File: config.mk
export PLATFORM = sky130hd
export DESIGN_NAME = serial_regs_top
export DESIGN_NICKNAME = d
export VERILOG_FILES = /design/src/rtl/serial_regs_pkg.sv /design/src/rtl/srx_sync_edge.sv /design/src/rtl/srx_ctrl.sv /design/src/rtl/srx_regfile.sv /design/src/rtl/srx_txout.sv /design/src/rtl/serial_regs_top.sv
export SDC_FILE = /design/constraint.sdc
export NUM_CORES = 1
export LEC_CHECK = 0
export ABC_AREA = 1
export BUFFER_PORTS_ARGS = -buffer_cell sky130_fd_sc_hd__buf_2
export CORE_MARGIN = 1
export CORE_UTILIZATION = 55
export DETAILED_ROUTE_END_ITERATION = 12
export GPL_TIMING_DRIVEN = 0
export PLACE_DENSITY = 0.67
export SLEW_MARGIN = 20
export SYNTH_ARGS = -nofsm -noshare
export SYNTH_HDL_FRONTEND = slang
export SYNTH_SLANG_ARGS = --single-unit
File: constraint.sdc
create_clock -name clk -period 2.4 [get_ports clk]
set_input_delay 0.36 -clock clk [delete_from_list [all_inputs] [get_ports clk]]
set_output_delay 0.36 -clock clk [all_outputs]
set_load 0.03 [all_outputs]
File: src/rtl/serial_regs_pkg.sv
package serial_regs_pkg;
  // Command word field positions (16-bit command word)
  localparam int CMD_RD_POS = 15;
  localparam int CMD_AI_POS = 12;

  typedef enum logic [1:0] {
    PH_CMD  = 2'd0,
    PH_DATA = 2'd1,
    PH_DONE = 2'd2
  } phase_t;
endpackage

File: src/rtl/srx_sync_edge.sv
module srx_sync_edge #(
  parameter int STAGES = 2
) (
  input  logic clk,
  input  logic rst,
  input  logic sclk_in,
  input  logic csn_in,
  input  logic din_in,
  output logic rise,
  output logic fall,
  output logic sel,
  output logic din_s
);
  // bit 2 = select (idle high), bit 1 = serial clock, bit 0 = data
  logic [2:0] chain [STAGES];
  logic       sclk_d;

  always_ff @(posedge clk) begin
    if (rst) begin
      for (int i = 0; i < STAGES; i++) chain[i] <= 3'b100;
      sclk_d <= 1'b0;
    end else begin
      chain[0] <= {csn_in, sclk_in, din_in};
      for (int i = 1; i < STAGES; i++) chain[i] <= chain[i-1];
      sclk_d <= chain[STAGES-1][1];
    end
  end

  assign rise  = chain[STAGES-1][1] & ~sclk_d;
  assign fall  = ~chain[STAGES-1][1] & sclk_d;
  assign sel   = ~chain[STAGES-1][2];
  assign din_s = chain[STAGES-1][0];
endmodule

File: src/rtl/srx_ctrl.sv
module srx_ctrl
  import serial_regs_pkg::*;
#(
  parameter int WORD_W = 16,
  parameter int ADDR_W = 12,
  localparam int CNT_W = $clog2(WORD_W)
) (
  input  logic              clk,
  input  logic              rst,
  input  logic              sel,
  input  logic              rise,
  input  logic              din_s,
  output logic              wr_en,
  output logic [ADDR_W-1:0] wr_addr,
  output logic [WORD_W-1:0] wr_data,
  output logic              rd_req,
  output logic [ADDR_W-1:0] rd_addr,
  output phase_t            phase,
  output logic              rd_mode,
  output logic              ai_mode,
  output logic [ADDR_W-1:0] cur_addr,
  output logic [CNT_W-1:0]  bit_cnt
);
  logic [WORD_W-2:0] shreg;
  logic              last_bit;

  assign last_bit = (bit_cnt == CNT_W'(WORD_W - 1));

  always_ff @(posedge clk) begin
    if (rst || !sel) begin
      bit_cnt  <= '0;
      phase    <= PH_CMD;
      rd_mode  <= 1'b0;
      ai_mode  <= 1'b0;
      wr_en    <= 1'b0;
      rd_req   <= 1'b0;
      cur_addr <= '0;
      if (rst) begin
        shreg   <= '0;
        wr_addr <= '0;
        wr_data <= '0;
        rd_addr <= '0;
      end
    end else begin
      wr_en  <= 1'b0;
      rd_req <= 1'b0;
      if (rise) begin
        shreg   <= {shreg[WORD_W-3:0], din_s};
        bit_cnt <= bit_cnt + 1'b1;
        if (last_bit) begin
          unique case (phase)
            PH_CMD: begin
              rd_mode  <= shreg[CMD_RD_POS-1];
              ai_mode  <= shreg[CMD_AI_POS-1];
              cur_addr <= {shreg[ADDR_W-2:0], din_s};
              phase    <= PH_DATA;
              if (shreg[CMD_RD_POS-1]) begin
                rd_req  <= 1'b1;
                rd_addr <= {shreg[ADDR_W-2:0], din_s};
              end
            end
            PH_DATA: begin
              if (!rd_mode) begin
                wr_en   <= 1'b1;
                wr_addr <= cur_addr;
                wr_data <= {shreg, din_s};
              end
              if (ai_mode) begin
                cur_addr <= cur_addr + 1'b1;
                if (rd_mode) begin
                  rd_req  <= 1'b1;
                  rd_addr <= cur_addr + 1'b1;
                end
              end else begin
                phase <= PH_DONE;
              end
            end
            default: ;
          endcase
        end
      end
    end
  end
endmodule

File: src/rtl/srx_regfile.sv
module srx_regfile #(
  parameter int WORD_W = 16,
  parameter int ADDR_W = 12,
  parameter int DEPTH  = 16,
  localparam int IDX_W = (DEPTH > 1) ? $clog2(DEPTH) : 1
) (
  input  logic              clk,
  input  logic              wr_en,
  input  logic [ADDR_W-1:0] wr_addr,
  input  logic [WORD_W-1:0] wr_data,
  input  logic [ADDR_W-1:0] rd_addr,
  output logic [WORD_W-1:0] rd_data
);
  logic [WORD_W-1:0] mem [DEPTH];
  logic [IDX_W-1:0]  rd_idx_q;
  logic              rd_hit_q;
  logic              wr_hit;

  assign wr_hit = ({1'b0, wr_addr} < (ADDR_W+1)'(DEPTH));

  always_ff @(posedge clk) begin
    if (wr_en && wr_hit) mem[wr_addr[IDX_W-1:0]] <= wr_data;
    rd_idx_q <= rd_addr[IDX_W-1:0];
    rd_hit_q <= ({1'b0, rd_addr} < (ADDR_W+1)'(DEPTH));
  end

  assign rd_data = rd_hit_q ? mem[rd_idx_q] : '0;
endmodule

File: src/rtl/srx_txout.sv
module srx_txout
  import serial_regs_pkg::*;
#(
  parameter int WORD_W = 16
) (
  input  logic              clk,
  input  logic              rst,
  input  logic              sel,
  input  logic              fall,
  input  logic              din_s,
  input  phase_t            phase,
  input  logic              rd_mode,
  input  logic              load,
  input  logic [WORD_W-1:0] load_data,
  output logic              dout
);
  logic [WORD_W-1:0] out_sr;
  logic              load_q;

  always_ff @(posedge clk) begin
    if (rst || !sel) begin
      dout   <= 1'b0;
      out_sr <= '0;
      load_q <= 1'b0;
    end else begin
      load_q <= load;
      if (rd_mode && phase != PH_CMD) begin
        if (load_q) begin
          out_sr <= load_data;
        end else if (fall) begin
          dout   <= (phase == PH_DATA) ? out_sr[WORD_W-1] : 1'b0;
          out_sr <= {out_sr[WORD_W-2:0], 1'b0};
        end
      end else begin
        dout <= din_s;
      end
    end
  end
endmodule

File: src/rtl/serial_regs_top.sv
module serial_regs_top
  import serial_regs_pkg::*;
#(
  parameter int REG_COUNT   = 16,
  parameter int WORD_W      = 16,
  parameter int ADDR_W      = 12,
  parameter int SYNC_STAGES = 2,
  localparam int CNT_W      = $clog2(WORD_W)
) (
  input  logic clk,
  input  logic rst,
  input  logic ser_clk,
  input  logic ser_csn,
  input  logic ser_din,
  output logic ser_dout
);
  logic              rise, fall, sel, din_s;
  logic              wr_en, rd_req, rd_mode, ai_mode;
  logic [ADDR_W-1:0] wr_addr, rd_addr, cur_addr;
  logic [WORD_W-1:0] wr_data, rd_data;
  logic [CNT_W-1:0]  bit_cnt;
  phase_t            phase;

  srx_sync_edge #(.STAGES(SYNC_STAGES)) sync_i (
    .clk(clk), .rst(rst), .sclk_in(ser_clk), .csn_in(ser_csn), .din_in(ser_din),
    .rise(rise), .fall(fall), .sel(sel), .din_s(din_s)
  );

  srx_ctrl #(.WORD_W(WORD_W), .ADDR_W(ADDR_W)) ctrl_i (
    .clk(clk), .rst(rst), .sel(sel), .rise(rise), .din_s(din_s),
    .wr_en(wr_en), .wr_addr(wr_addr), .wr_data(wr_data),
    .rd_req(rd_req), .rd_addr(rd_addr), .phase(phase),
    .rd_mode(rd_mode), .ai_mode(ai_mode), .cur_addr(cur_addr), .bit_cnt(bit_cnt)
  );

  srx_regfile #(.WORD_W(WORD_W), .ADDR_W(ADDR_W), .DEPTH(REG_COUNT)) regs_i (
    .clk(clk), .wr_en(wr_en), .wr_addr(wr_addr), .wr_data(wr_data),
    .rd_addr(rd_addr), .rd_data(rd_data)
  );

  srx_txout #(.WORD_W(WORD_W)) tx_i (
    .clk(clk), .rst(rst), .sel(sel), .fall(fall), .din_s(din_s),
    .phase(phase), .rd_mode(rd_mode), .load(rd_req), .load_data(rd_data),
    .dout(ser_dout)
  );
endmodule

==> reports/qor.csv, run 1 <==
metric,value,unit
Setup crit end kind,flip-flop,
Total Wirelength,37700,um
slew margin rel.,38.2,%
ANT cells,0,
die width,168,um
first-pass GRT wire length,57600,um
Ports,6,
all-layer global routing usage,27.5,%
DP Area,0.0159,sq mm
worst ir drop on vdd,0.000445,V
Levels on crit path,7,
crit path buf inv count,2,
CP Launch Point,ctrl_i.wr_addr[9],
Syn Std Cell Area,0.0152,sq mm
most frequent cell after synthesis,nand2_1,
share of the synthesized area in the top cell type,61.3,%
CTS buffer count,39,
PwrDens,756,mW/mm^2
core area,0.0270,sq mm
# setup viols final,0,
R2R cell count,7,
Worst-Skew Late Latency,0.54,ns
Slowest cell on crit path,nor3_1,
leakage,7.15,nW
vias in the first global route,10100,
dominant cell type by area after synthesis,edfxtp_1,
measured slew at the worst slew-check pin,0.927,ns
initial core utilization,56.4,%
Mapped Nets,1502,
final non-filler cell total,1934,
Seq cells post-synth,363,
clock skew,0.0324,ns
clock sink count,363,
Startpoint Class,flip-flop,
WHS,0.0161,ns
Iter 0 DRT Violations,1008,
WL/cell,19.5,um
H-tree levels,2,
prevailing post-synth register cell,edfxtp_1,
Syn Inst Count,1495,
Area contributors post-synth,"edfxtp_1 (61%), nand2_1 (10%), dfxtp_1 (6.8%)",
post-synthesis sequential area ratio,68.2,%
final period demand of the worst path,2.30,ns
"EDFF count, synth",311,
area grow syn2layout,13.1,%
unrepaired setup endpoints after global routing,no,
Synth top cells by count,"nand2_1 (414), edfxtp_1 (311), inv_1 (245)",
Remaining DRCs,0,
Finished Cell Area,0.0172,sq mm
Vias,10600,
Layout Utilization,63.8,%
ys async rst share,0,%
Final period util,95.8,%
"Slew Viols, Final",0,
Ys Warns,0,
reg-to-reg startpoint,ctrl_i.wr_addr[9],
Die Ht,168,um
Max Fclk,0.435,GHz
Hold WC Path Type,primary input to flip-flop,
Final TNS setup,0,ns
end of the critical path,regs_i.mem[10][7],
share of layout cells above drive strength 1,10.1,%
Std-Cell Rows,60,
TritonCTS clock tree,done,
Yosys cell types,34,
outcome,"complete, no violations",
DP HPWL,25200,um
"CP delay by family, top",simple AND/OR/NAND/NOR gates,
Syn Area/Cell,10.2,sq um
largest net degree at the start of global routing,29,
CP Data Arrival Time,2.52,ns
CP required,2.62,ns
Final Net Count,1571,
GP Congestion,0.907,
Final Hold Viols,0,
hold_buf cts,0,
R2R setup slack,0.10,ns
die area,0.0284,sq mm
IO Port Bufs,4,
CTS Buffer Depth,3,
Total Power,13.0,mW
Via density,5.46,
Setup CP Type,flip-flop to flip-flop,
worst path cell trace,nor2_1 -> nand2_1 -> nor3_1 -> nand4_1 -> buf_4 -> nor2_2 -> buf_8,
Critical Path Max Stage Delay,0.47,ns
RR Endpoint,regs_i.mem[10][7],
Clock Pin Slew Worst Setup and Hold Paths,0.06,ns
gr ovfl total,0,
critical path peak fanout,12,
Max-Cap Viols,0,
DRT Pass-1 Iters,6,
dpl ws,-0.222,ns
Placed Cells,1855,
Post-DRT Antenna Nets,0,
initial antenna violation count,0,
Clock Tree Root,clkbuf_16,
PnR worst setup slack,0.102,ns
## cell families (layout without fill, tap and decap cells)
group	count (synthesis)	count (layout)	synth area share (%)
AOI/OAI and AO/OA	92	92	3.24
xor gates and xnor gates	4	4	0.230
DFF	363	363	68.2
and+or+nand+nor	718	718	19.8
adders and majority gates	2	2	0.164
buffers and inverters	316	414	8.44
## repair_timing
| item | 4_1_cts | 5_1_grt |
|---|---|---|
| pin swaps | 1 | 3 |
| resized for setup | 5 | 3 |
| setup buffers | 5 | 4 |
| cloned | 0 | 0 |
| endpoints found under the hold margin | 0 | 0 |
| setup endpoints to repair | 79 | 106 |
## routing by layer
layer	up-vias	global-route usage, %	wire [um]
li1	5001	-	-
met1	5024	37.5	15500
met2	452	45.1	17800
met3	78	4.11	3190
met4	0	9.72	1190
met5	-	0	0
## registers in the layout (all words and copies together), names as in the netlist, named ones only
| signal | count |
|---|---|
| ctrl_i.rd_mode | 1 |
| ctrl_i.rd_addr | 12 |
| regs_i.mem | 256 |
| sync_i.chain | 6 |
| regs_i.rd_hit_q | 1 |
| ctrl_i.bit_cnt | 4 |
| tx_i.out_sr | 16 |
| ctrl_i.phase | 2 |
| tx_i.dout | 1 |
| sync_i.sclk_d | 1 |
| ctrl_i.cur_addr | 12 |
| ctrl_i.shreg | 15 |
| ctrl_i.ai_mode | 1 |
| tx_i.load_q | 1 |
| ctrl_i.wr_en | 1 |
| ctrl_i.rd_req | 1 |
| ctrl_i.wr_addr | 12 |
| ctrl_i.wr_data | 16 |
## worst register-to-register path, cell delays in order, from the launching register on
cell and delay [ns]:
edfxtp_1 0.36, nor2_1 0.11, nand2_1 0.09, nor3_1 0.47, nand4_1 0.17, buf_4 0.21, nor2_2 0.33, buf_8 0.22
## cell usage in the layout (no fill, tap or decap), drive strengths merged
cell type / netlist / routed
a211oi: 2 / 2
a21oi: 52 / 52
and2: 2 / 2
buf: 52 / 80
bufinv: 0 / 2
clkbuf: 13 / 60
clkinv: 1 / 19
dfxtp: 52 / 52
edfxtp: 311 / 311
ha: 2 / 2
inv: 250 / 253
nand2: 416 / 416
nand3: 205 / 205
nand4: 4 / 4
nor2: 80 / 80
nor3: 5 / 5
nor3b: 1 / 1
nor4: 3 / 3
o211ai: 1 / 1
o21ai: 35 / 35
o22ai: 2 / 2
or2: 2 / 2
xnor2: 1 / 1
xor2: 3 / 3
## area by class of cell
| class | instances | area, sq um |
|---|---|---|
| flip-flops and latches | 363 | 10400 |
| repair buffers | 28 | 292 |
| inverters | 251 | 945 |
| multi-input cells | 816 | 3650 |
| fillers | 2146 | 9790 |
| clock buffers | 47 | 1040 |
| plain buffers | 65 | 342 |
| well taps | 341 | 427 |
| clock inverters | 23 | 165 |
## how the worst min path moves through the flow
stage	start	endpoint	slack [ns]	depth (start not counted)
2_1_floorplan	ctrl_i.rd_addr[0]	flip-flop	0.32	0
3_3_place_gp	ctrl_i.rd_addr[0]	flip-flop	0.33	0
3_5_place_dp	ctrl_i.rd_addr[0]	flip-flop	0.33	0
4_1_cts	ser_csn	sync_i.chain[0][2]	0.004	2
5_1_grt	ser_csn	sync_i.chain[0][2]	0.03	2
6_report	ser_csn	sync_i.chain[0][2]	0.02	2
## power breakdown
part | internal [mW] | total (mW) | switching [mW]
Clock | 3.29 | 5.66 | 2.37
Sequential | 6.87 | 6.95 | 0.0868
Combinational | 0.110 | 0.418 | 0.308
Power figures use the tool's default switching activity.
==> run 2, diff against run 1 <==
--- a/config.mk
+++ b/config.mk
@@ -9,6 +9,7 @@
 export BUFFER_PORTS_ARGS = -buffer_cell sky130_fd_sc_hd__buf_2
 export CORE_MARGIN = 1
 export CORE_UTILIZATION = 55
+export CTS_BUF_LIST = sky130_fd_sc_hd__clkbuf_4
 export DETAILED_ROUTE_END_ITERATION = 12
 export GPL_TIMING_DRIVEN = 0
 export PLACE_DENSITY = 0.67
==> run 2 against run 1 <==
Effect of this change:
- wire length rose by 0.63%
- utilization rose by 0.43 points
- total power fell by 1.8%
- sequential cell count did not move
- clock skew rose by 0.021 ns
- clock power fell by 4.1%
- largest cell class unchanged
- largest power group unchanged
==> reports/qor.csv, run 2 (synthesis results as in run 1) <==
metric,value,unit
Hold WC Path Type,flip-flop to flip-flop,
dpl ws,-0.222,ns
max reg flops,256,
GP Congestion,0.907,
R2R cell count,7,
reg-to-reg startpoint,ctrl_i.wr_addr[9],
core area,0.0270,sq mm
share of layout cells above drive strength 1,14.8,%
area of the multi-input gates,0.00366,sq mm
DP HPWL,25200,um
Ports,6,
WHS,0.348,ns
unrepaired setup endpoints after global routing,no,
vias in the first global route,10600,
Post-DRT Antenna Nets,0,
Clock Pin Slew Worst Setup and Hold Paths,0.08,ns
"Slew Viols, Final",0,
Final Net Count,1628,
GRT busiest layer,met2,
leakage,7.30,nW
Vias,11000,
Worst-Skew Late Latency,0.72,ns
all-layer global routing usage,27.9,%
measured slew at the worst slew-check pin,0.933,ns
worst ir drop on vdd,0.000390,V
Max-Cap Viols,0,
Worst Min Path Start,ctrl_i.rd_addr[1],
clock sink count,363,
"commonest cells after routing, fill and taps aside","nand2_1 (413), edfxtp_1 (311), inv_1 (245)",
Remaining DRCs,0,
RR Endpoint,regs_i.mem[4][5],
Die Ht,168,um
Iter 0 DRT Violations,921,
Total Wirelength,38000,um
H-tree levels,3,
Setup crit end kind,flip-flop,
final non-filler cell total,2028,
CTS buffer count,90,
DRT Pass-1 Iters,8,
critical path peak fanout,12,
initial antenna violation count,2,
PwrDens,738,mW/mm^2
area grow syn2layout,13.9,%
WL/cell,18.7,um
TritonCTS clock tree,done,
largest net degree at the start of global routing,29,
initial core utilization,56.4,%
die width,168,um
CP required,2.78,ns
outcome,"complete, no violations",
die area,0.0284,sq mm
Layout Utilization,64.2,%
Max Fclk,0.444,GHz
Hold Crit Depth,0,
# setup viols final,0,
Std-Cell Rows,60,
gr ovfl total,0,
CTS Buffer Depth,3,
GRT met3 Usage,5.92,%
Placed Cells,1855,
"commonest non-fill, non-tap cell in the layout",nand2_1,
R2R setup slack,0.15,ns
IO Port Bufs,4,
Startpoint Class,flip-flop,
first-pass GRT wire length,58500,um
final period demand of the worst path,2.25,ns
CP Data Arrival Time,2.63,ns
met1 Use GR,36.8,%
Setup CP Type,flip-flop to flip-flop,
Fill cells,2186,
clock skew,0.0532,ns
Clock Tree Root,clkbuf_4,
met2 Resource Use GR,44.9,%
Via density,5.41,
Final period util,93.9,%
Final Hold Viols,0,
slew margin rel.,37.8,%
Storage cell area,0.0104,sq mm
PnR worst setup slack,0.147,ns
Total Power,12.8,mW
[run 2: cell type report]
class	count	area share (%)
Antenna cell	2	0.0288
Buffer	65	1.97
Clock buffer	140	6.06
Clock inverter	16	1.01
Inverter	251	5.45
Multi-Input combinational cell	816	21.1
Sequential cell	363	59.8
Tap cell	341	2.46
Timing Repair Buffer	34	2.11
[run 2: report_power, final]
| group | leakage, nW | internal (mW) | switching, mW |
|---|---|---|---|
| clock network | 0.725 | 3.06 | 2.36 |
| logic | 3.27 | 0.117 | 0.310 |
| registers | 3.31 | 6.86 | 0.0867 |
| total | 7.30 | 10.0 | 2.76 |
[run 2: worst max path at each step]
| stage | from | endpoint | slack, ns | depth (start not counted) |
|---|---|---|---|---|
| after detailed placement | ctrl_i.wr_addr[9] | regs_i.mem[7][3] | -0.22 | 5 |
| final | ctrl_i.wr_addr[9] | regs_i.mem[4][5] | 0.15 | 7 |
| after global routing | ctrl_i.phase[1] | ctrl_i.rd_addr[3] | 0.05 | 7 |
| after CTS | ctrl_i.wr_addr[9] | regs_i.mem[5][6] | -0.02 | 6 |
| after floorplan | ctrl_i.wr_addr[6] | regs_i.mem[0][0] | 0.32 | 5 |
| after global placement | ctrl_i.wr_addr[9] | regs_i.mem[15][14] | -0.79 | 5 |
[run 2: metrics by stage]
| step | area [sq um] | TNS (ns) |
|---|---|---|
| 2_1_floorplan | 15200 | 0 |
| 3_3_place_gp | 15700 | -159.92 |
| 3_5_place_dp | 15900 | -7.45 |
| 4_1_cts | 17300 | -0.0800 |
| 5_1_grt | 17300 | 0 |
| 6_report | 17300 | 0 |
[run 2: layer usage]
layer,vias up,wire (um)
li1,5196,-
met1,5168,15200
met2,515,18000
met3,90,3460
met4,0,1290
met5,-,0
[run 2: what timing repair did]
| item | CTS | global route |
|---|---|---|
| hold endpoints to repair | 8 | 0 |
| setup buffers | 7 | 1 |
| endpoints found under the setup margin | 94 | 50 |
| gates resized for setup | 8 | 2 |
| pin swaps | 4 | 1 |
| hold buffers | 7 | 0 |
[run 2: worst max-delay path: stages, from the launching register on]
cell	delay, ns
edfxtp_1	0.36
nor2_1	0.11
nand2_1	0.09
nor3_1	0.44
nand4_1	0.14
buf_4	0.20
nor2_2	0.33
buf_6	0.24
